[src/rtl/acc_alu_pkg.sv]
package acc_alu_pkg;

  typedef enum logic [2:0] {
    OP_ADD  = 3'd0,
    OP_ADDC = 3'd1,
    OP_AND  = 3'd2,
    OP_INC  = 3'd3,
    OP_DEC  = 3'd4,
    OP_CLR  = 3'd5,
    OP_CPL  = 3'd6,
    OP_DIV  = 3'd7
  } alu_op_e;

  typedef struct packed {
    logic p;
    logic ov;
    logic ac;
    logic cy;
  } flags_t;

  // which flags an operation may write
  function automatic flags_t upd_mask(alu_op_e op);
    flags_t m;
    unique case (op)
      OP_ADD, OP_ADDC: m = '{p: 1'b1, ov: 1'b1, ac: 1'b1, cy: 1'b1};
      OP_DIV:          m = '{p: 1'b1, ov: 1'b1, ac: 1'b0, cy: 1'b1};
      default:         m = '{p: 1'b1, ov: 1'b0, ac: 1'b0, cy: 1'b0};
    endcase
    return m;
  endfunction

endpackage

[src/rtl/alu_adder.sv]
module alu_adder #(
  parameter int unsigned W = 8
) (
  input  logic [W-1:0] a_i,
  input  logic [W-1:0] b_i,
  input  logic         cin_i,
  output logic [W-1:0] sum_o,
  output logic         cy_o,
  output logic         ac_o,
  output logic         ov_o
);
  localparam int unsigned HALF_W = W / 2;

  logic [W:0]      full;
  logic [HALF_W:0] low;
  logic [W-1:0]    upper_in;

  assign full     = {1'b0, a_i} + {1'b0, b_i} + {{W{1'b0}}, cin_i};
  assign low      = {1'b0, a_i[HALF_W-1:0]} + {1'b0, b_i[HALF_W-1:0]} + {{HALF_W{1'b0}}, cin_i};
  assign upper_in = {1'b0, a_i[W-2:0]} + {1'b0, b_i[W-2:0]} + {{(W-1){1'b0}}, cin_i};

  assign sum_o = full[W-1:0];
  assign cy_o  = full[W];
  assign ac_o  = low[HALF_W];
  assign ov_o  = upper_in[W-1] ^ full[W];
endmodule

[src/rtl/alu_unary.sv]
module alu_unary
  import acc_alu_pkg::*;
#(
  parameter int unsigned W = 8
) (
  input  alu_op_e      op_i,
  input  logic [W-1:0] a_i,
  input  logic [W-1:0] b_i,
  output logic [W-1:0] res_o
);
  always_comb begin
    unique case (op_i)
      OP_AND:  res_o = a_i & b_i;
      OP_INC:  res_o = a_i + W'(1);
      OP_DEC:  res_o = a_i - W'(1);
      OP_CLR:  res_o = '0;
      OP_CPL:  res_o = ~a_i;
      default: res_o = a_i;
    endcase
  end
endmodule

[src/rtl/alu_divider.sv]
module alu_divider #(
  parameter int unsigned W     = 8,
  parameter int unsigned STEPS = 4
) (
  input  logic         clk_i,
  input  logic         rst_ni,
  input  logic         start_i,
  input  logic [W-1:0] dividend_i,
  input  logic [W-1:0] divisor_i,
  output logic         busy_o,
  output logic         last_o,
  output logic         zero_o,
  output logic [W-1:0] quo_o,
  output logic [W-1:0] rem_o
);
  localparam int unsigned BITS  = W / STEPS;
  localparam int unsigned CNT_W = $clog2(STEPS + 1);

  logic [W-1:0]     quo_q, rem_q, dvs_q;
  logic [CNT_W-1:0] cnt_q;
  logic [W-1:0]     quo_n, rem_n;
  logic [W:0]       trial, diff;

  // restoring division, BITS quotient bits per cycle
  always_comb begin
    quo_n = quo_q;
    rem_n = rem_q;
    trial = '0;
    diff  = '0;
    for (int i = 0; i < BITS; i++) begin
      trial = {rem_n, quo_n[W-1]};
      diff  = trial - {1'b0, dvs_q};
      quo_n = {quo_n[W-2:0], 1'b0};
      if (trial >= {1'b0, dvs_q}) begin
        rem_n    = diff[W-1:0];
        quo_n[0] = 1'b1;
      end else begin
        rem_n = trial[W-1:0];
      end
    end
  end

  always_ff @(posedge clk_i or negedge rst_ni) begin
    if (!rst_ni) begin
      quo_q <= '0;
      rem_q <= '0;
      dvs_q <= '0;
      cnt_q <= '0;
    end else if (start_i && !busy_o) begin
      quo_q <= dividend_i;
      rem_q <= '0;
      dvs_q <= divisor_i;
      cnt_q <= CNT_W'(STEPS);
    end else if (busy_o) begin
      quo_q <= quo_n;
      rem_q <= rem_n;
      cnt_q <= cnt_q - CNT_W'(1);
    end
  end

  assign busy_o = cnt_q != '0;
  assign last_o = cnt_q == CNT_W'(1);
  assign zero_o = dvs_q == '0;
  assign quo_o  = quo_n;
  assign rem_o  = rem_n;
endmodule

[src/rtl/acc_flag_alu.sv]
module acc_flag_alu
  import acc_alu_pkg::*;
#(
  parameter int unsigned W         = 8,
  parameter int unsigned DIV_STEPS = 4
) (
  input  logic         clk_i,
  input  logic         rst_ni,
  input  logic         start_i,
  input  logic [2:0]   op_i,
  input  logic [W-1:0] operand_i,
  output logic [W-1:0] acc_o,
  output logic [W-1:0] b_o,
  output logic         flag_p_o,
  output logic         flag_ov_o,
  output logic         flag_ac_o,
  output logic         flag_cy_o,
  output logic         busy_o
);
  alu_op_e      op;
  logic         accept, div_go;
  logic [W-1:0] acc_q, acc_d, b_q, b_d;
  flags_t       flags_q, flags_d, res, mask;

  logic [W-1:0] add_sum, un_res, div_quo, div_rem;
  logic         add_cy, add_ac, add_ov;
  logic         div_busy, div_last, div_zero;

  assign op     = alu_op_e'(op_i);
  assign accept = start_i && !div_busy;
  assign div_go = accept && (op == OP_DIV);

  alu_adder #(.W(W)) i_adder (
    .a_i   (acc_q),
    .b_i   (operand_i),
    .cin_i ((op == OP_ADDC) && flags_q.cy),
    .sum_o (add_sum),
    .cy_o  (add_cy),
    .ac_o  (add_ac),
    .ov_o  (add_ov)
  );

  alu_unary #(.W(W)) i_unary (
    .op_i  (op),
    .a_i   (acc_q),
    .b_i   (operand_i),
    .res_o (un_res)
  );

  alu_divider #(.W(W), .STEPS(DIV_STEPS)) i_divider (
    .clk_i      (clk_i),
    .rst_ni     (rst_ni),
    .start_i    (div_go),
    .dividend_i (acc_q),
    .divisor_i  (operand_i),
    .busy_o     (div_busy),
    .last_o     (div_last),
    .zero_o     (div_zero),
    .quo_o      (div_quo),
    .rem_o      (div_rem)
  );

  always_comb begin
    acc_d = acc_q;
    b_d   = b_q;
    res   = flags_q;
    mask  = '0;
    if (div_last) begin
      acc_d  = div_quo;
      b_d    = div_rem;
      res.ov = div_zero;
      res.cy = 1'b0;
      mask   = upd_mask(OP_DIV);
    end else if (accept) begin
      unique case (op)
        OP_ADD, OP_ADDC: begin
          acc_d  = add_sum;
          res.cy = add_cy;
          res.ac = add_ac;
          res.ov = add_ov;
          mask   = upd_mask(op);
        end
        OP_DIV: mask = '0;
        default: begin
          acc_d = un_res;
          mask  = upd_mask(op);
        end
      endcase
    end
    res.p   = ^acc_d;
    flags_d = flags_t'((res & mask) | (flags_q & ~mask));
  end

  always_ff @(posedge clk_i or negedge rst_ni) begin
    if (!rst_ni) begin
      acc_q   <= '0;
      b_q     <= '0;
      flags_q <= '0;
    end else begin
      acc_q   <= acc_d;
      b_q     <= b_d;
      flags_q <= flags_d;
    end
  end

  assign acc_o     = acc_q;
  assign b_o       = b_q;
  assign flag_p_o  = flags_q.p;
  assign flag_ov_o = flags_q.ov;
  assign flag_ac_o = flags_q.ac;
  assign flag_cy_o = flags_q.cy;
  assign busy_o    = div_busy;
endmodule

[config.mk]
export PLATFORM = sky130hd
export DESIGN_NAME = acc_flag_alu
export DESIGN_NICKNAME = d
export VERILOG_FILES = /design/src/rtl/acc_alu_pkg.sv /design/src/rtl/alu_adder.sv /design/src/rtl/alu_unary.sv /design/src/rtl/alu_divider.sv /design/src/rtl/acc_flag_alu.sv
export SDC_FILE = /design/constraint.sdc
export NUM_CORES = 1
export LEC_CHECK = 0
export ABC_AREA = 1
export BUFFER_PORTS_ARGS = -buffer_cell sky130_fd_sc_hd__buf_4
export CAP_MARGIN = 20
export CORE_MARGIN = 2
export CORE_UTILIZATION = 45
export CTS_CLUSTER_DIAMETER = 40
export CTS_CLUSTER_SIZE = 20
export DETAILED_ROUTE_END_ITERATION = 12
export PLACE_DENSITY_LB_ADDON = 0.05
export SYNTH_ARGS = -nofsm -noshare
export SYNTH_HDL_FRONTEND = slang
export SYNTH_SLANG_ARGS = --single-unit
[constraint.sdc]
create_clock -name clk_i -period 8.94 [get_ports clk_i]
set_input_delay 0 -clock clk_i [delete_from_list [all_inputs] [get_ports clk_i]]
set_output_delay 0 -clock clk_i [all_outputs]
set_load 0.02 [all_outputs]
==> run summary <==
The flow ran to the end, and the final reports show no timing, DRC or antenna violations. The number of nets handed over by synthesis was 655. After routing, the total negative slack on setup checks comes to 0 ps. The logs give 0 for the total count of max-transition violations in the final report and 0.00405 sq mm for the post-synth design cell area. In this run the standard cell core region covers 0.00872 sq mm.

After global routing the overflow that remains totals 0. The floorplan step defined a die boundary enclosing 0.00976 sq mm. TritonCTS built the clock tree.

At the later pin of the worst-skew pair, clock insertion delay measures 290 ps. The finished cells cover 0.00459 sq mm. The nature of the critical path endpoint is a flop.

The number of antenna diodes in the final layout is 0. Setup violations remaining at the end of the flow were counted as 0. The synthesized design contains 0 enable-type register cells. In this run the core area contains 34 standard-cell rows. The tools report the origin of the critical flop-to-flop path as i_divider.dvs_q[4]. The tools report the number of DRC markers after the initial detailed-route iteration as 156. The instance count of the mapped netlist was 603. The global router's overall resource usage is 0.248. The normalized max-slew margin is 0.551, and the number of warning messages in the yosys log is 0. Once the clock tree was built, the resizer swapped 0 gates to a different size. The share of synthesized flip-flops with an asynchronous set or reset was 1.00; the initial core utilization was 0.464. The HPWL after detailed placement is 9.21 mm. For the final estimated routing congestion in global placement, the log shows 0.895. In this run the mean area of a mapped cell was 6.71 sq um. The worst-margin pin slew works out to 673 ps. The tools report the cell at the root of the clock tree as sky130_fd_sc_hd__clkbuf_8. In this run the cell area measured after placement is 0.00442 sq mm. Dividing the detail-routed wire length by the instance count gives 15.3 um.

Number of hold violations in the final report: 0. The floorplan step set the die width to 98.8 um. The clock arrives with 9.26 ps of skew. The part of the Yosys area used for sequential elements is 0.291, and the vertical die dimension is 98.8 um.

Setup repair after global routing left no endpoint under its margin. The tools report the H-tree depth reported by CTS as 2. The total number of vias was 3983; the post-route non-filler standard cell count was 755.

The tools report the element type at the critical path start as a flop. The antenna violation net count after detailed routing came out at 0. The register-to-register path setup slack was 4940 ps; the clock sink count was 47. The type of the tightest min-delay check is in -> async. The number of global-route vias before repair came out at 4001. Data arrives at the worst endpoint at 4190 ps. The most used flip-flop cell after synthesis is sky130_fd_sc_hd__dfrtp_1. The logs give 0 for the number of antenna violations at the first check in global routing and 894 for the final-layout fill cell count. In this run, CTS created clock tree buffers numbering 5. The number of vias per cell after detailed routing was 5.28. The synthesized design contains 47 register bits.

Among all stages on the critical path, the largest delay is contributed by sky130_fd_sc_hd__dfrtp_1. The number of cells on the worst reg-to-reg path was 26. The first global-routing pass estimated 19.2 mm of wire. The final clock period utilization by the worst path is 0.447.

The tools report the maximum number of pins on one net before global-route repair as 48. By startpoint and endpoint, the worst setup path is classified as reg -> reg. Sorting the synthesized cells by area gives the leading types as sky130_fd_sc_hd__dfrtp_1 29%, sky130_fd_sc_hd__nand2_1 18%, sky130_fd_sc_hd__ha_1 10%. In this run the count of I/O pins placed on the die edge is 35.

The final layout contains 699 nets. For the worst setup path, the data required time is 9130 ps. The first-pass detailed-route iteration total is 5. Cell with the most instances on the worst path: sky130_fd_sc_hd__nand2_1.

Input and output buffers added on the ports amount to 34. The tools report the count of unique library cells instantiated by Yosys as 34. The maximum fanout count along the critical path works out to 15. The tool flagged a number of max-cap violations equal to 0. The tools report the highest achievable clock rate as 250 MHz. Subtracting the final worst setup slack from the clock period gives 4000 ps.

For the detailed-route wire length, the log shows 11.5 mm. The portion of synthesized cell area occupied by the leading cell type is 0.291. The buffer count from post-CTS setup fixing is 0. Clock-pin slew was measured on the worst setup and hold paths at 90 ps.

Once placement completed, the tool counted placed cells totaling 739. No sink is reached through more buffers than the 2 on the longest clock path. On the worst path, the slowest cell contributes a delay of 380 ps. The detailed-route DRC error count came out at 0. The fraction of layout instances using a drive strength above 1 came out at 0.0881.

The synthesized design spends more area on one cell type than any other, namely sky130_fd_sc_hd__dfrtp_1. The layout overhead on the synthesized area was 13.5%.
==> final cells by class <==
cell class,count,area (sq um),area share
clock buffer,5,68.8,0.0150
clock inverter,2,13.8,0.00300
inverter,103,387,0.0842
timing repair buffer,45,360,0.0785
tap,108,135,0.0294
sequential,47,1180,0.256
multi-input combinational,445,2450,0.534
==> stage by stage <==
stage                util  worst slack, ps  hold slack, ps
finish              0.526             4940             236
floorplan               -             5740            -296
CTS                 0.526             4920             231
global placement    0.506             5010            52.1
global route        0.526             4370             251
detailed placement  0.506             4950            55.9
==> metal layers <==
| layer | track usage | share of wire | vias to the layer above |
|---|---|---|---|
| met5 | 0 | 0 | - |
| met4 | 0.123 | 0.041 | 0 |
| met3 | 0.0220 | 0.036 | 30 |
| met2 | 0.433 | 0.49 | 104 |
| met1 | 0.304 | 0.43 | 1816 |
| li1 | - | - | 2033 |
==> cell usage after synthesis (2+ instances only) <==
cell                       count
sky130_fd_sc_hd__nand3b_1      4
sky130_fd_sc_hd__nor3_1        2
sky130_fd_sc_hd__xor2_1        5
sky130_fd_sc_hd__nand4_1       7
sky130_fd_sc_hd__o221ai_1      2
sky130_fd_sc_hd__o21ai_0      39
sky130_fd_sc_hd__a32o_1        5
sky130_fd_sc_hd__clkbuf_1      5
sky130_fd_sc_hd__a21oi_1      25
sky130_fd_sc_hd__o21bai_1      3
sky130_fd_sc_hd__nand2_2       4
sky130_fd_sc_hd__fa_1          5
sky130_fd_sc_hd__inv_1       101
sky130_fd_sc_hd__nor2_2        2
sky130_fd_sc_hd__nor2_4        2
sky130_fd_sc_hd__nor4_1        2
sky130_fd_sc_hd__inv_2         2
sky130_fd_sc_hd__a22oi_1       8
sky130_fd_sc_hd__xnor2_1       7
sky130_fd_sc_hd__nor2_1       31
sky130_fd_sc_hd__nand2_1     189
sky130_fd_sc_hd__dfrtp_1      47
sky130_fd_sc_hd__or2_2         2
sky130_fd_sc_hd__o22ai_1       6
sky130_fd_sc_hd__buf_2         3
sky130_fd_sc_hd__nand3_1      55
sky130_fd_sc_hd__ha_1         33
==> layout by cell type, fill, tap and decap left out, types with 2 or more instances in the layout <==
master and n:
sky130_fd_sc_hd__inv_1 101, sky130_fd_sc_hd__nand2_1 189, sky130_fd_sc_hd__or2_2 2, sky130_fd_sc_hd__a32o_1 5
sky130_fd_sc_hd__nor2_4 2, sky130_fd_sc_hd__nor3_1 2, sky130_fd_sc_hd__xor2_1 5, sky130_fd_sc_hd__nand4_1 7
sky130_fd_sc_hd__nor2_2 2, sky130_fd_sc_hd__nor4_1 2, sky130_fd_sc_hd__o221ai_1 2, sky130_fd_sc_hd__nand2_2 4
sky130_fd_sc_hd__fa_1 5, sky130_fd_sc_hd__o22ai_1 6, sky130_fd_sc_hd__xnor2_1 7, sky130_fd_sc_hd__nand3_1 55
sky130_fd_sc_hd__dfrtp_1 47, sky130_fd_sc_hd__a21oi_1 25, sky130_fd_sc_hd__o21bai_1 3, sky130_fd_sc_hd__a22oi_1 8
sky130_fd_sc_hd__nor2_1 31, sky130_fd_sc_hd__o21ai_0 39, sky130_fd_sc_hd__dlygate4sd3_1 9, sky130_fd_sc_hd__nand3b_1 4
sky130_fd_sc_hd__ha_1 33, sky130_fd_sc_hd__buf_4 36, sky130_fd_sc_hd__inv_2 2, sky130_fd_sc_hd__clkbuf_8 5
==> worst max-delay path, delay by kind of cell (launching register included) <==
| family | cells | cell delay, ps |
|---|---|---|
| and+or+nand+nor | 17 | 1780 |
| AOI/OAI and AO/OA | 4 | 790 |
| adders and majority gates | 2 | 680 |
| DFF | 1 | 380 |
| buffers and inverters | 3 | 240 |
==> registers in the layout, indices dropped and copies added (netlist names), named ones only <==
name / cells
i_divider.cnt_q: 3
i_divider.dvs_q: 8
i_divider.quo_q: 8
i_divider.rem_q: 8
b_o: 8
acc_o: 8
==> worst max path at each step <==
stage / to / from
2_1_floorplan: i_divider.rem_q[5] / i_divider.dvs_q[4]
3_3_place_gp: flop / i_divider.dvs_q[1]
3_5_place_dp: flop / i_divider.dvs_q[1]
4_1_cts: flop / i_divider.dvs_q[1]
5_1_grt: flop / i_divider.dvs_q[4]
6_report: flop / i_divider.dvs_q[4]
==> cell families (layout without fill, tap and decap cells) <==
| kind of cell | Yosys count | after routing | share of synthesized area |
|---|---|---|---|
| simple gates | 303 | 303 | 0.320 |
| buf+inv | 111 | 155 | 0.104 |
| compound gates | 92 | 92 | 0.133 |
| flops | 47 | 47 | 0.291 |
| fa+ha+maj | 38 | 38 | 0.127 |
| xor+xnor | 12 | 12 | 0.0260 |
==> timing repair <==
item	4_1_cts	5_1_grt
hold buffers	9	0
endpoints found under the hold margin	55	0
setup endpoints to repair	0	0
Power is left out: the tool's default activity adds up to more than one toggle a clock period on the data nets, which glitch-free logic cannot reach.
